$ cat config.mk
export PLATFORM = sky130hd
export DESIGN_NAME = credit_lock_ctrl
export DESIGN_NICKNAME = d
export VERILOG_FILES = /design/src/rtl/lock_pkg.sv /design/src/rtl/coin_classify.sv /design/src/rtl/credit_next.sv /design/src/rtl/unlock_retime.sv /design/src/rtl/credit_lock_ctrl.sv
export SDC_FILE = /design/constraint.sdc
export NUM_CORES = 1
export LEC_CHECK = 0
export ABC_AREA = 1
export BUFFER_PORTS_ARGS = -buffer_cell sky130_fd_sc_hd__buf_2
export CAP_MARGIN = 10
export CORE_AREA = 2 2 39 41
export CTS_CLUSTER_SIZE = 40
export DETAILED_ROUTE_END_ITERATION = 16
export DIE_AREA = 0 0 41 43
export GPL_TIMING_DRIVEN = 0
export SETUP_SLACK_MARGIN = 0.4
export SLEW_MARGIN = 5
export SYNTH_ARGS = -nofsm -noshare
export SYNTH_HDL_FRONTEND = slang
export SYNTH_SLANG_ARGS = --single-unit
export TNS_END_PERCENT = 1
$ cat constraint.sdc
create_clock -name clk -period 0.9 [get_ports clk]
set_clock_uncertainty 0.2 [all_clocks]
set_input_delay 0.045 -clock clk [delete_from_list [all_inputs] [get_ports clk]]
set_output_delay 0.045 -clock clk [all_outputs]
set_load 0.01 [all_outputs]
$ cat src/rtl/lock_pkg.sv
package lock_pkg;

    localparam int CREDIT_W = 2;
    localparam int COIN_W   = 2;

    // Credit levels in increasing order; the encoding follows the credit.
    typedef enum logic [CREDIT_W-1:0] {
        CREDIT_0  = 2'b00,
        CREDIT_5  = 2'b01,
        CREDIT_10 = 2'b10,
        CREDIT_15 = 2'b11
    } credit_t;

    // Coin classified for one cycle; a large coin wins over a small one.
    typedef enum logic [COIN_W-1:0] {
        COIN_NONE  = 2'b00,
        COIN_SMALL = 2'b01,
        COIN_LARGE = 2'b10
    } coin_t;

    function automatic credit_t credit_advance(input credit_t cur, input coin_t coin);
        credit_t res;
        res = cur;
        unique case (cur)
            CREDIT_0: begin
                if (coin == COIN_SMALL)      res = CREDIT_5;
                else if (coin == COIN_LARGE) res = CREDIT_10;
            end
            CREDIT_5: begin
                if (coin == COIN_SMALL)      res = CREDIT_10;
                else if (coin == COIN_LARGE) res = CREDIT_15;
            end
            CREDIT_10: begin
                if (coin != COIN_NONE)       res = CREDIT_15;
            end
            default: res = CREDIT_15;
        endcase
        return res;
    endfunction

    function automatic logic credit_unlocks(input credit_t c);
        return c == CREDIT_15;
    endfunction

endpackage

$ cat src/rtl/coin_classify.sv
module coin_classify
    import lock_pkg::*;
(
    input  logic  nickel_i,
    input  logic  dime_i,
    output coin_t coin_o
);

    always_comb begin
        if (dime_i)
            coin_o = COIN_LARGE;
        else if (nickel_i)
            coin_o = COIN_SMALL;
        else
            coin_o = COIN_NONE;
    end

endmodule

$ cat src/rtl/credit_next.sv
module credit_next
    import lock_pkg::*;
(
    input  credit_t cur_i,
    input  coin_t   coin_i,
    output credit_t nxt_o
);

    always_comb begin
        nxt_o = credit_advance(cur_i, coin_i);
    end

endmodule

$ cat src/rtl/unlock_retime.sv
module unlock_retime
    import lock_pkg::*;
(
    input  logic    clk,
    input  logic    rst,
    input  credit_t nxt_i,
    output logic    unlock_q
);

    logic unlock_d;

    // Decode is taken from the next credit, in parallel with the credit load.
    always_comb begin
        unlock_d = credit_unlocks(nxt_i);
    end

    always_ff @(posedge clk) begin
        if (rst)
            unlock_q <= 1'b0;
        else
            unlock_q <= unlock_d;
    end

endmodule

$ cat src/rtl/credit_lock_ctrl.sv
module credit_lock_ctrl
    import lock_pkg::*;
(
    input  logic clk,
    input  logic rst,
    input  logic nickel_i,
    input  logic dime_i,
    output logic unlock_o
);

    coin_t   coin;
    credit_t credit_q;
    credit_t credit_nxt;

    coin_classify u_classify (
        .nickel_i (nickel_i),
        .dime_i   (dime_i),
        .coin_o   (coin)
    );

    credit_next u_next (
        .cur_i  (credit_q),
        .coin_i (coin),
        .nxt_o  (credit_nxt)
    );

    always_ff @(posedge clk) begin
        if (rst)
            credit_q <= CREDIT_0;
        else
            credit_q <= credit_nxt;
    end

    unlock_retime u_unlock (
        .clk      (clk),
        .rst      (rst),
        .nxt_i    (credit_nxt),
        .unlock_q (unlock_o)
    );

endmodule

# [After elaboration in Yosys (flattened, before gate mapping)]
# Index checks and enable logic that the tools add are counted.
# W data, S select, Z words.
[word_totals] regBits=3 input_bits=4 output_inout_bits=1 elab_cells=17
[classes] eq_ne=5 muxes=8 reduce_logical=2
[ops] op="$mux W2" n=6
[ops] op="$eq A2 B2 Y1 const B" n=3
[ops] op="$pmux W2 S3" n=1
[ops] op="$eq A2 B1 Y1 const B" n=2
[ops] op="$logic_not A2 Y1" n=1
[ops] op="$reduce_bool A2 Y1" n=1
[ops] op="$mux W1" n=1

# [Longest topological paths before layout]
# Gate-level depths: netlist of run 1.
[logic_depth] word_depth=7 depth_mapped=4 ltp_nobuf=4

# [Hierarchy]
# A second synthesis of run 1 with hierarchy kept.
[unflattened] hier_cells=25 hier_area_um2=161.4
[by_module_without_submodules] module="credit_next" instances=1 cells_each=13 area_each_um2=58.8 seq_area_each_um2=0.0
[by_module_without_submodules] module="credit_lock_ctrl" instances=1 cells_each=6 area_each_um2=55.1 seq_area_each_um2=40.0
[by_module_without_submodules] module="unlock_retime" instances=1 cells_each=3 area_each_um2=30.0 seq_area_each_um2=20.0
[by_module_without_submodules] module="coin_classify" instances=1 cells_each=3 area_each_um2=17.5 seq_area_each_um2=0.0

# [Worst setup path before layout of run 1]
# Ideal clock, no wire load.
[synth_timing] path_kind="reg2reg" startpoint="register credit_q[0]" endpoint="register credit_q[0]" setup_ns=0.117 t_arrival_ns=0.591 t_required_ns=0.583 setup_slack_ns=-0.008 stages_incl_launch_ff=4 path_buffers=0 synth_period_minus_slack_ns=0.908 path_cell_list="dfxtp_1 -> o21ai_0 -> a21oi_1 -> nor2_1"
[synth_via] elab_chain_len=3 word_cells_on_any_way=9 classes_between="eq/ne (2); mux (6); reduce/logical (1)"
[synth_lines] item="start: declaration" line="credit_lock_ctrl.sv:12" rtl="credit_t credit_q;"
[synth_lines] item="start signal: assignment" line="credit_lock_ctrl.sv:31" rtl="credit_q <= credit_nxt;"
[synth_lines] item="$mux W2, on equally long branches" line="lock_pkg.sv:31, lock_pkg.sv:27"
[synth_lines] item="$mux W2, on equally long branches" line="lock_pkg.sv:30, lock_pkg.sv:26"
[synth_lines] item="$pmux W2 S3 *" line="lock_pkg.sv:24" rtl="unique case (cur)"
# Every way passes the cells marked *; elsewhere a longest branch is shown, timed or not.
# A chain may end at the register's enable or synchronous reset.

# [Worst setup path after layout of run 1]
[layout_timing] startpoint="register credit_q[0]" endpoint="register u_unlock.unlock_q"
[layout_via] elab_chain_len=4 word_cells_on_any_way=10 classes_between="eq/ne (3); mux (6); reduce/logical (1)"
[layout_lines] item="$mux W2, on equally long branches" line="lock_pkg.sv:31, lock_pkg.sv:27"
[layout_lines] item="$mux W2, on equally long branches" line="lock_pkg.sv:30, lock_pkg.sv:26"
[layout_lines] item="$pmux W2 S3 *" line="lock_pkg.sv:24"
[layout_lines] item="$eq A2 B2 Y1 *" line="lock_pkg.sv:42" rtl="return c == CREDIT_15;"
[layout_lines] item="end signal: assignment" line="unlock_retime.sv:21" rtl="unlock_q <= unlock_d;"
[layout_lines] item="end: declaration" line="unlock_retime.sv:7" rtl="output logic unlock_q"
# Marks and branches as above.

==> summary.md, run 1 <==
| Metric | Value |
|---|---|
| Result of the run | `finished, violations left` |
| Failing checks | `hold timing, setup timing` |
| Unique masters post-synth | `7` |
| Count of routing violations after the opening detailed-route iteration | `1` |
| Worst slew margin | `91.1%` |
| Diode count | `0` |
| Post-synthesis net count | `21` |
| Post-synthesis instance area | `120 um2` |
| Height of the chip | `43 um` |
| Worst vdd rail ir drop | `0.376 mV` |
| Final setup slack of the worst path | `-0.0457 ns` |
| Layout-stage area growth over the synthesis result | `67.7%` |
| Insertion delay of the later-clocked pin in the worst-skew pair | `0.23 ns` |
| Share of the cycle needed by the critical path after routing | `105%` |
| CTS tree | `built` |
| Number of endpoints with negative hold slack in the final report | `3` |
| Count of standard-cell rows | `14` |
| Critical Path Fanout Max | `3` |
| Critical path required time | `0.81 ns` |
| Nature of the critical path startpoint | `register` |
| Number of instances in the synthesized netlist | `17` |
| IO Pins | `5` |
| Residual DRC | `0` |
| Clock Root Buffer | `sky130_fd_sc_hd__clkbuf_4` |
| DR pass1 iterations | `2` |
| Most instantiated flip-flop cell in the synthesis netlist | `sky130_fd_sc_hd__dfxtp_1` |
| Sink count of the clock tree | `3` |
| Worst setup EP type | `register` |
| Max Root-Sink Buffers | `2` |
| Aggregate routed wire length | `215 um` |
| Final Net Count | `30` |
| Leading post-synthesis cells by instance count | `sky130_fd_sc_hd__inv_1 (5), sky130_fd_sc_hd__a21oi_1 (3), sky130_fd_sc_hd__dfxtp_1 (3)` |
| Number of setup violations in the final report | `3` |
| H-tree lvl count | `1` |
| Post-synthesis cell type with the largest combined area | `sky130_fd_sc_hd__dfxtp_1` |
| Critical path class | `reg2reg` |
| Sequential area share after synthesis | `50.0%` |
| Pins Over Slew Limit | `0` |
| Yosys reg bits | `3` |
| Clock-pin slew reported for the worst setup and hold paths after clock tree synthesis | `0.04 ns` |
| Static Leakage | `0.0992 nW` |
| Async set or reset register ratio after synthesis | `0%` |
| Reg2reg start | `credit_q[0]` |
| Power Density | `2160 nW/um2` |
| Worst R2R Path Depth | `3` |
| Total CTS buffers | `3` |
| Setup tns final | `-0.0744 ns` |
| Weighted congestion at the end of routability-driven global placement | `0.618` |
| Via total after detailed routing | `124` |
| Hold Path Stages | `2` |
| Global route overflow | `0` |
| Top area cells in the synthesized netlist | `sky130_fd_sc_hd__dfxtp_1 (50%), sky130_fd_sc_hd__inv_1 (16%), sky130_fd_sc_hd__a21oi_1 (13%)` |
| Horizontal die dimension | `41 um` |
| Vias in the first global route | `101` |
| Most frequently used cell type in the post-synthesis netlist | `sky130_fd_sc_hd__inv_1` |
| Maximum number of pins on one net before global-route repair | `5` |
| Standard cell core area | `1380 um2` |
| Initial antenna violation count | `0` |
| Max-cap violations | `0` |
| Maximum clock frequency | `1.06 GHz` |
| Routed Antenna Nets | `0` |
| Hold path startpoint | `rst` |
| Count of fill cells added during filler insertion | `160` |
| CP Data Arrival Time | `0.86 ns` |
| Time the final worst path needs with I/O delays and setup | `0.946 ns` |
| Routed wire length per instance | `5.24 um` |
| Total chip power | `0.435 mW` |
| First-pass GRT wire length | `289 um` |
| Fraction of post-synthesis cell area in the top cell type by area | `50.0%` |
| Worst min-delay path category | `in2reg` |
| Die Outline Area | `1760 um2` |
| RSZ-0062 raised after global routing | `yes` |
| Mean cell area of the mapped netlist | `7.07 um2` |
| Worst-case hold slack | `-0.223 ns` |
| Vias per std cell | `3.02` |
| GRT Util Overall | `3.21%` |
| Initial core utilization | `8.68%` |
| Source of the critical timing path | `credit_q[0]` |
| Slew of the pin with the lowest slew margin | `0.134 ns` |
| Number of warnings issued by yosys | `0` |
| Worst setup slack after placement | `-0.0918 ns` |
| Fraction of layout cells with a size suffix above 1 | `52.0%` |
| Number of synthesized flops with an enable pin | `0` |
| Total of buffers placed on input and output ports | `4` |
-- per-layer routing --
metal	track usage (%)	part of all wire, %
met2	3.13	52
met3	1.57	4.7
met4	8.00	0
met5	0	0
met1	2.24	43
-- worst paths after layout --
check,end,slack (ns)
setup / recovery,u_unlock.unlock_q,-0.05
hold / removal,credit_q[0],-0.22
setup reg to reg,u_unlock.unlock_q,-0.05
hold reg to reg,credit_q[1],0.33
-- state kept, by name (all words and copies together) (netlist names) --
name               cells
credit_q               2
u_unlock.unlock_q      1
-- critical path: stages, from the launching register on --
cell and delay, ns:
sky130_fd_sc_hd__dfxtp_2 0.34, sky130_fd_sc_hd__o21ai_2 0.07, sky130_fd_sc_hd__a21oi_2 0.16, sky130_fd_sc_hd__nor2_1 0.06
-- logic make-up (layout without fill, tap and decap cells) --
family / count (synthesis) / after routing / synth area share, %
AND/OR/NAND/NOR: 5 / 5 / 17.7
buffers and inverters: 5 / 13 / 15.6
AO/OA/AOI/OAI: 4 / 4 / 16.7
flip-flops: 3 / 3 / 50.0
-- layout by cell type (no fill, tap or decap), drive strengths merged --
master  instances
inv             5
buf             4
clkbuf          4
a21oi           3
dfxtp           3
nor2            2
nand2           2
o21ai           1
or2             1
-- final cells by class --
class | count | area (um2) | area share (%)
well taps | 16 | 20.0 | 9.94
inverters | 5 | 18.8 | 9.32
multi-input cells | 9 | 55.1 | 27.3
repair buffers | 4 | 20.0 | 9.94
clock buffers | 4 | 26.3 | 13.0
flip-flops and latches | 3 | 61.3 | 30.4
-- per-stage QoR --
| stage | util [%] | std cells | hold slack, ns | cell area (um2) |
|---|---|---|---|---|
| 2_1_floorplan | - | 17 | -0.0826 | 120 |
| 3_3_place_gp | 11.6 | 37 | 0.0203 | 160 |
| 3_5_place_dp | 11.6 | 37 | 0.0227 | 160 |
| 4_1_cts | 13.8 | 41 | -0.232 | 191 |
| 5_1_grt | 14.6 | 41 | -0.229 | 201 |
| 6_report | 14.6 | 41 | -0.223 | 201 |
-- power by group --
part	switching (mW)	internal, mW
logic	0.0287	0.0233
registers	0.00618	0.147
clock network	0.0636	0.166
-- repair_timing --
item                                    in CTS  in global routing
endpoints found under the hold margin        3                  3
endpoints found under the setup margin       4                  4
resized for setup                            3                  4
pin swaps                                    0                  2
setup buffers                                0                  0
No activity file was read; power rests on OpenSTA's default activity.
==> run 2, diff against run 1 <==
--- a/config.mk
+++ b/config.mk
@@ -6,7 +6,7 @@
 export NUM_CORES = 1
 export LEC_CHECK = 0
 export ABC_AREA = 1
-export BUFFER_PORTS_ARGS = -buffer_cell sky130_fd_sc_hd__buf_2
+export BUFFER_PORTS_ARGS = -buffer_cell sky130_fd_sc_hd__buf_4
 export CAP_MARGIN = 10
 export CORE_AREA = 2 2 39 41
 export CTS_CLUSTER_SIZE = 40
==> summary.md, run 2 (synthesis results as in run 1) <==
| Metric | Value |
|---|---|
| Result of the run | `finished, violations left` |
| Failing checks | `hold timing, setup timing` |
| Worst slew margin | `92.0%` |
| Die Outline Area | `1760 um2` |
| GRT Util Overall | `4.41%` |
| Clock Root Buffer | `sky130_fd_sc_hd__clkbuf_4` |
| Crit. path cell count | `4` |
| Most common cell after layout, fill and taps aside | `sky130_fd_sc_hd__inv_1` |
| Global route overflow | `0` |
| Diode count | `0` |
| Residual DRC | `0` |
| Sink count of the clock tree | `3` |
| Total CTS buffers | `3` |
| Setup tns final | `-0.0226 ns` |
| Worst vdd rail ir drop | `0.413 mV` |
| H-tree lvl count | `1` |
| Largest registers | `credit_q x2, u_unlock.unlock_q x1` |
| Share of the cycle needed by the critical path after routing | `102%` |
| Horizontal die dimension | `41 um` |
| Max Root-Sink Buffers | `2` |
| IO Pins | `5` |
| Pins Over Slew Limit | `0` |
| Worst min-delay path category | `in2reg` |
| Count of fill cells added during filler insertion | `159` |
| Aggregate routed wire length | `250 um` |
| Non-filler cells, final | `41` |
| Hold Path Stages | `2` |
| Final Net Count | `30` |
| Register containing the most flip-flops in the final layout | `credit_q` |
| Cell repeated most along the worst path | `sky130_fd_sc_hd__a21oi_2` |
| First-pass GRT wire length | `427 um` |
| Initial core utilization | `8.68%` |
| Worst R2R Path Depth | `4` |
| Insertion delay of the later-clocked pin in the worst-skew pair | `0.23 ns` |
| Critical path class | `reg2reg` |
| Height of the chip | `43 um` |
| DR pass1 iterations | `2` |
| Weighted congestion at the end of routability-driven global placement | `0.633` |
| Leading cell types in the layout, fill and taps excluded | `sky130_fd_sc_hd__inv_1 (4), sky130_fd_sc_hd__a21oi_2 (3), sky130_fd_sc_hd__clkbuf_4 (3), sky130_fd_sc_hd__buf_4 (3)` |
| Maximum clock frequency | `1.09 GHz` |
| Clock-pin slew reported for the worst setup and hold paths after clock tree synthesis | `0.04 ns` |
| Number of endpoints with negative hold slack in the final report | `3` |
| Worst-case hold slack | `-0.225 ns` |
| Worst path max stage delay | `0.32 ns` |
| Critical Path Fanout Max | `3` |
| Routed wire length per instance | `6.10 um` |
| Top delay family on crit path | `flip-flops` |
| Maximum number of pins on one net before global-route repair | `5` |
| Vias in the first global route | `116` |
| Instance count after placement with tap cells included | `37` |
| Max-cap violations | `0` |
| CTS tree | `built` |
| Largest register FFs | `2` |
| Fraction of layout cells with a size suffix above 1 | `56.0%` |
| RSZ-0062 raised after global routing | `yes` |
| CP Data Arrival Time | `0.83 ns` |
| Final setup slack of the worst path | `-0.0141 ns` |
| Number of setup violations in the final report | `2` |
| Count of standard-cell rows | `14` |
| Placement-stage cell area | `170 um2` |
| Cell with the biggest individual delay on the critical path | `sky130_fd_sc_hd__dfxtp_2` |
| Nature of the critical path startpoint | `register` |
| Via total after detailed routing | `118` |
| Power Density | `2030 nW/um2` |
| Critical path required time | `0.82 ns` |
| Standard cell core area | `1380 um2` |
| Layout-stage area growth over the synthesis result | `82.3%` |
| Total of buffers placed on input and output ports | `4` |
| Static Leakage | `0.103 nW` |
| Initial antenna violation count | `0` |
| Routed Antenna Nets | `0` |
| Worst setup EP type | `register` |
| Count of routing violations after the opening detailed-route iteration | `1` |
| Slew of the pin with the lowest slew margin | `0.121 ns` |
| Series of cell instances along the critical path | `inv_1 > a21oi_2 > a21oi_2 > nor2_1` |
| Time the final worst path needs with I/O delays and setup | `0.914 ns` |
| Sum of buffers and inverters on the critical path | `1` |
| Vias per std cell | `2.88` |
| Post-route design area | `219 um2` |
-- run 2: report_power, final --
part           switching (mW)  leakage (nW)  internal (mW)
clock                  0.0623        0.0150          0.166
combinational          0.0304        0.0627         0.0322
sequential            0.00749        0.0253          0.147
total                   0.100         0.103          0.345
-- run 2: final cells by class --
cell class	instances	area [um2]	area share (%)
Tap cell	16	20.0	9.14
Clock buffer	4	26.3	12.0
Sequential cell	3	61.3	28.0
Timing Repair Buffer	4	33.8	15.4
Multi-Input combinational cell	9	58.8	26.9
Inverter	5	18.8	8.57
-- run 2: stage by stage --
step                      setup WS [ns]  power (mW)  util (%)
after floorplan                -0.00843       0.177         -
after global placement          -0.0728       0.198      12.3
after detailed placement        -0.0815       0.200      12.3
after CTS                       -0.0999       0.442      14.6
after global routing            -0.0822       0.477      15.8
final                           -0.0141       0.445      15.8
-- run 2: worst reg2reg max path, delay by kind of cell, from the launching register on --
family,cells,cell delay (ns)
AOI/OAI and AO/OA,2,0.16
and+or+nand+nor,1,0.05
buffers and inverters,1,0.07
DFF,1,0.32
-- run 2: path summary, 6_finish.rpt --
kind | from | to | slack, ns
max | credit_q[0] | u_unlock.unlock_q | -0.01
min | rst | credit_q[0] | -0.22
max reg2reg | credit_q[0] | u_unlock.unlock_q | -0.01
min reg2reg | credit_q[1] | credit_q[1] | 0.33
-- run 2: repair_timing --
item                       CTS  global route
setup endpoints to repair    4             4
gates resized for setup      3             6
gates cloned                 0             0
setup buffers                0             0
pin swaps                    2             3
hold endpoints to repair     3             3
-- run 2: per-layer routing --
| layer | part of all wire [%] | vias up | track usage [%] |
|---|---|---|---|
| met2 | 52 | 3 | 4.06 |
| li1 | - | 66 | - |
| met3 | 6.4 | 0 | 4.71 |
| met4 | 0 | 0 | 6.00 |
| met5 | 0 | - | 0 |
| met1 | 42 | 49 | 4.17 |
==> run 3, diff against run 2 <==
--- a/config.mk
+++ b/config.mk
@@ -17,5 +17,6 @@
 export SLEW_MARGIN = 5
 export SYNTH_ARGS = -nofsm -noshare
 export SYNTH_HDL_FRONTEND = slang
+export SYNTH_HIERARCHICAL = 1
 export SYNTH_SLANG_ARGS = --single-unit
 export TNS_END_PERCENT = 1
==> summary.md, run 3 <==
| Metric | Value |
|---|---|
| Global route overflow | `0` |
| Die Outline Area | `1760 um2` |
| Register containing the most flip-flops in the final layout | `credit_q` |
| Worst path max stage delay | `0.32 ns` |
| Top area cells in the synthesized netlist | `sky130_fd_sc_hd__dfxtp_1 (37%), sky130_fd_sc_hd__nand2_1 (19%), sky130_fd_sc_hd__inv_1 (12%)` |
| DR pass1 iterations | `1` |
| Async set or reset register ratio after synthesis | `0%` |
| Leading cell types in the layout, fill and taps excluded | `sky130_fd_sc_hd__nand2_1 (8), sky130_fd_sc_hd__inv_1 (4), sky130_fd_sc_hd__buf_4 (4)` |
| Worst vdd rail ir drop | `0.635 mV` |
| Footprint of the multi-input gates | `71.3 um2` |
| Post-synthesis instance area | `161 um2` |
| Worst slew margin | `92.8%` |
| Critical Path Fanout Max | `3` |
| GRT Util Overall | `4.61%` |
| Aggregate routed wire length | `274 um` |
| Count of fill cells added during filler insertion | `156` |
| Fraction of layout cells with a size suffix above 1 | `48.5%` |
| Worst setup EP type | `register` |
| Series of cell instances along the critical path | `inv_2 > nand2_1 > nand2_1 > nand3_2 > nand2_1 > nor2_2` |
| Static Leakage | `0.123 nW` |
| Initial antenna violation count | `0` |
| Cell repeated most along the worst path | `sky130_fd_sc_hd__nand2_1` |
| Vias in the first global route | `157` |
| Worst min-delay path category | `in2reg` |
| CP Data Arrival Time | `0.86 ns` |
| Routed Antenna Nets | `0` |
| CTS tree | `built` |
| Instance count after placement with tap cells included | `45` |
| Slew of the pin with the lowest slew margin | `0.108 ns` |
| Insertion delay of the later-clocked pin in the worst-skew pair | `0.23 ns` |
| Final setup slack of the worst path | `-0.0337 ns` |
| Number of warnings issued by yosys | `6` |
| Clock Root Buffer | `sky130_fd_sc_hd__clkbuf_4` |
| Mean cell area of the mapped netlist | `6.46 um2` |
| H-tree lvl count | `1` |
| Sequential area share after synthesis | `37.2%` |
| Diode count | `0` |
| First-pass GRT wire length | `476 um` |
| Clock-pin slew reported for the worst setup and hold paths after clock tree synthesis | `0.04 ns` |
| Final Net Count | `38` |
| HPWL after detailed placement | `211 um` |
| RSZ-0062 raised after global routing | `yes` |
| Leading post-synthesis cells by instance count | `sky130_fd_sc_hd__nand2_1 (8), sky130_fd_sc_hd__inv_1 (5), sky130_fd_sc_hd__dfxtp_1 (3), sky130_fd_sc_hd__nor2_2 (3), sky130_fd_sc_hd__nor2_1 (2)` |
| Count of routing violations after the opening detailed-route iteration | `0` |
| Result of the run | `finished, violations left` |
| Height of the chip | `43 um` |
| Post-route design area | `244 um2` |
| Number of setup violations in the final report | `3` |
| IO Pins | `5` |
| Vias per std cell | `3.20` |
| Pins Over Slew Limit | `0` |
| Total CTS buffers | `3` |
| Fraction of post-synthesis cell area in the top cell type by area | `37.2%` |
| Nature of the critical path startpoint | `register` |
| Critical path required time | `0.83 ns` |
| Non-filler cells, final | `49` |
| Failing checks | `hold timing, setup timing` |
| Total of buffers placed on input and output ports | `4` |
| Routed wire length per instance | `5.59 um` |
| Worst-case hold slack | `-0.216 ns` |
| Cell with the biggest individual delay on the critical path | `sky130_fd_sc_hd__dfxtp_2` |
| Most common cell after layout, fill and taps aside | `sky130_fd_sc_hd__nand2_1` |
| Initial core utilization | `11.7%` |
| Hold path startpoint | `rst` |
| Source of the critical timing path | `credit_q[1]` |
| Most instantiated flip-flop cell in the synthesis netlist | `sky130_fd_sc_hd__dfxtp_1` |
| Weighted congestion at the end of routability-driven global placement | `0.652` |
| Max-cap violations | `0` |
| Power Density | `1840 nW/um2` |
| Largest register FFs | `2` |
| Number of instances in the synthesized netlist | `25` |
| Layout-stage area growth over the synthesis result | `51.2%` |
| Reg2reg start | `credit_q[1]` |
| Placement-stage cell area | `211 um2` |
| Number of endpoints with negative hold slack in the final report | `3` |
| Sink count of the clock tree | `3` |
| Most frequently used cell type in the post-synthesis netlist | `sky130_fd_sc_hd__nand2_1` |
| Number of synthesized flops with an enable pin | `0` |
| Share of the cycle needed by the critical path after routing | `104%` |
| Unique masters post-synth | `9` |
| Critical path class | `reg2reg` |
| Maximum clock frequency | `1.07 GHz` |
| Yosys reg bits | `3` |
| Largest registers | `credit_q x2, u_unlock/unlock_q x1` |
| Maximum number of pins on one net before global-route repair | `5` |
| Standard cell core area | `1380 um2` |
| Max Root-Sink Buffers | `2` |
| Horizontal die dimension | `41 um` |
| Count of standard-cell rows | `14` |
| Sequential cell area in the final layout | `62.6 um2` |
| Time the final worst path needs with I/O delays and setup | `0.934 ns` |
| Post-synthesis cell type with the largest combined area | `sky130_fd_sc_hd__dfxtp_1` |
| Via total after detailed routing | `157` |
| Residual DRC | `0` |
| Post-synthesis net count | `29` |
-- run 3: cell types whose count changed after synthesis --
cell | previous run | this run
sky130_fd_sc_hd__or2_0 | 1 | 0
sky130_fd_sc_hd__buf_4 | 0 | 1
sky130_fd_sc_hd__nand3_2 | 0 | 1
sky130_fd_sc_hd__o21ai_0 | 1 | 0
sky130_fd_sc_hd__a21oi_1 | 3 | 1
sky130_fd_sc_hd__inv_2 | 0 | 1
sky130_fd_sc_hd__nand2_1 | 2 | 8
sky130_fd_sc_hd__nor2_2 | 0 | 3
-- run 3: cells by family (layout without fill, tap and decap cells) --
kind of cell | count (synthesis) | in the layout | synth area share, %
buffers and inverters | 7 | 15 | 18.6
DFF | 3 | 3 | 37.2
and+or+nand+nor | 14 | 14 | 41.1
AOI/OAI and AO/OA | 1 | 1 | 3.10
-- run 3: power breakdown --
part / internal [mW] / leakage, nW / switching, mW
sequential: 0.146 / 0.0254 / 0.00729
clock: 0.166 / 0.0150 / 0.0661
combinational: 0.0326 / 0.0823 / 0.0318
total: 0.345 / 0.123 / 0.105
-- run 3: metal layers --
layer | vias up | wire (um) | GRT usage (%)
met5 | - | 0 | 0
met4 | 0 | 0 | 6.00
met3 | 0 | 9 | 3.14
met2 | 2 | 159 | 6.88
met1 | 70 | 105 | 2.88
li1 | 85 | - | -
-- run 3: layout make-up --
type	count	area share, %
well taps	16	8.21
flip-flops and latches	3	25.6
multi-input cells	15	29.2
repair buffers	4	13.8
plain buffers	1	3.08
inverters	6	9.23
clock buffers	4	10.8
-- run 3: repair_timing --
action                                 CTS  global route
setup buffers                            0             0
pin swaps                                0             1
endpoints found under the hold margin    3             3
setup endpoints to repair                4             4
cloned                                   0             0
gates resized for setup                  2             2
-- run 3: worst max-delay path: cells and delay by family, from the launching register on --
kind                   cells  cell delay (ns)
flip-flops                 1             0.32
AND/OR/NAND/NOR            5             0.26
buffers and inverters      1             0.04
-- run 3: through the flow --
step | hold WS (ns) | setup TNS (ns) | total power [mW] | worst slack (ns) | utilization [%]
CTS | -0.218 | -0.0803 | 0.458 | -0.0412 | 17.5
finish | -0.216 | -0.0483 | 0.450 | -0.0337 | 17.6
detailed placement | 0.0263 | -0.191 | 0.216 | -0.0789 | 15.3
global route | -0.219 | -0.260 | 0.485 | -0.0894 | 17.6
global placement | 0.0254 | -0.140 | 0.215 | -0.0685 | 15.3
floorplan | -0.0881 | 0 | 0.193 | 0.00382 | -
-- run 3: worst paths after layout --
kind                       end  slack, ns  depth (start not counted)
max          u_unlock/unlock_q      -0.03                          6
min                credit_q[0]      -0.22                          2
max reg2reg  u_unlock/unlock_q      -0.03                          6
min reg2reg        credit_q[1]       0.35                          4
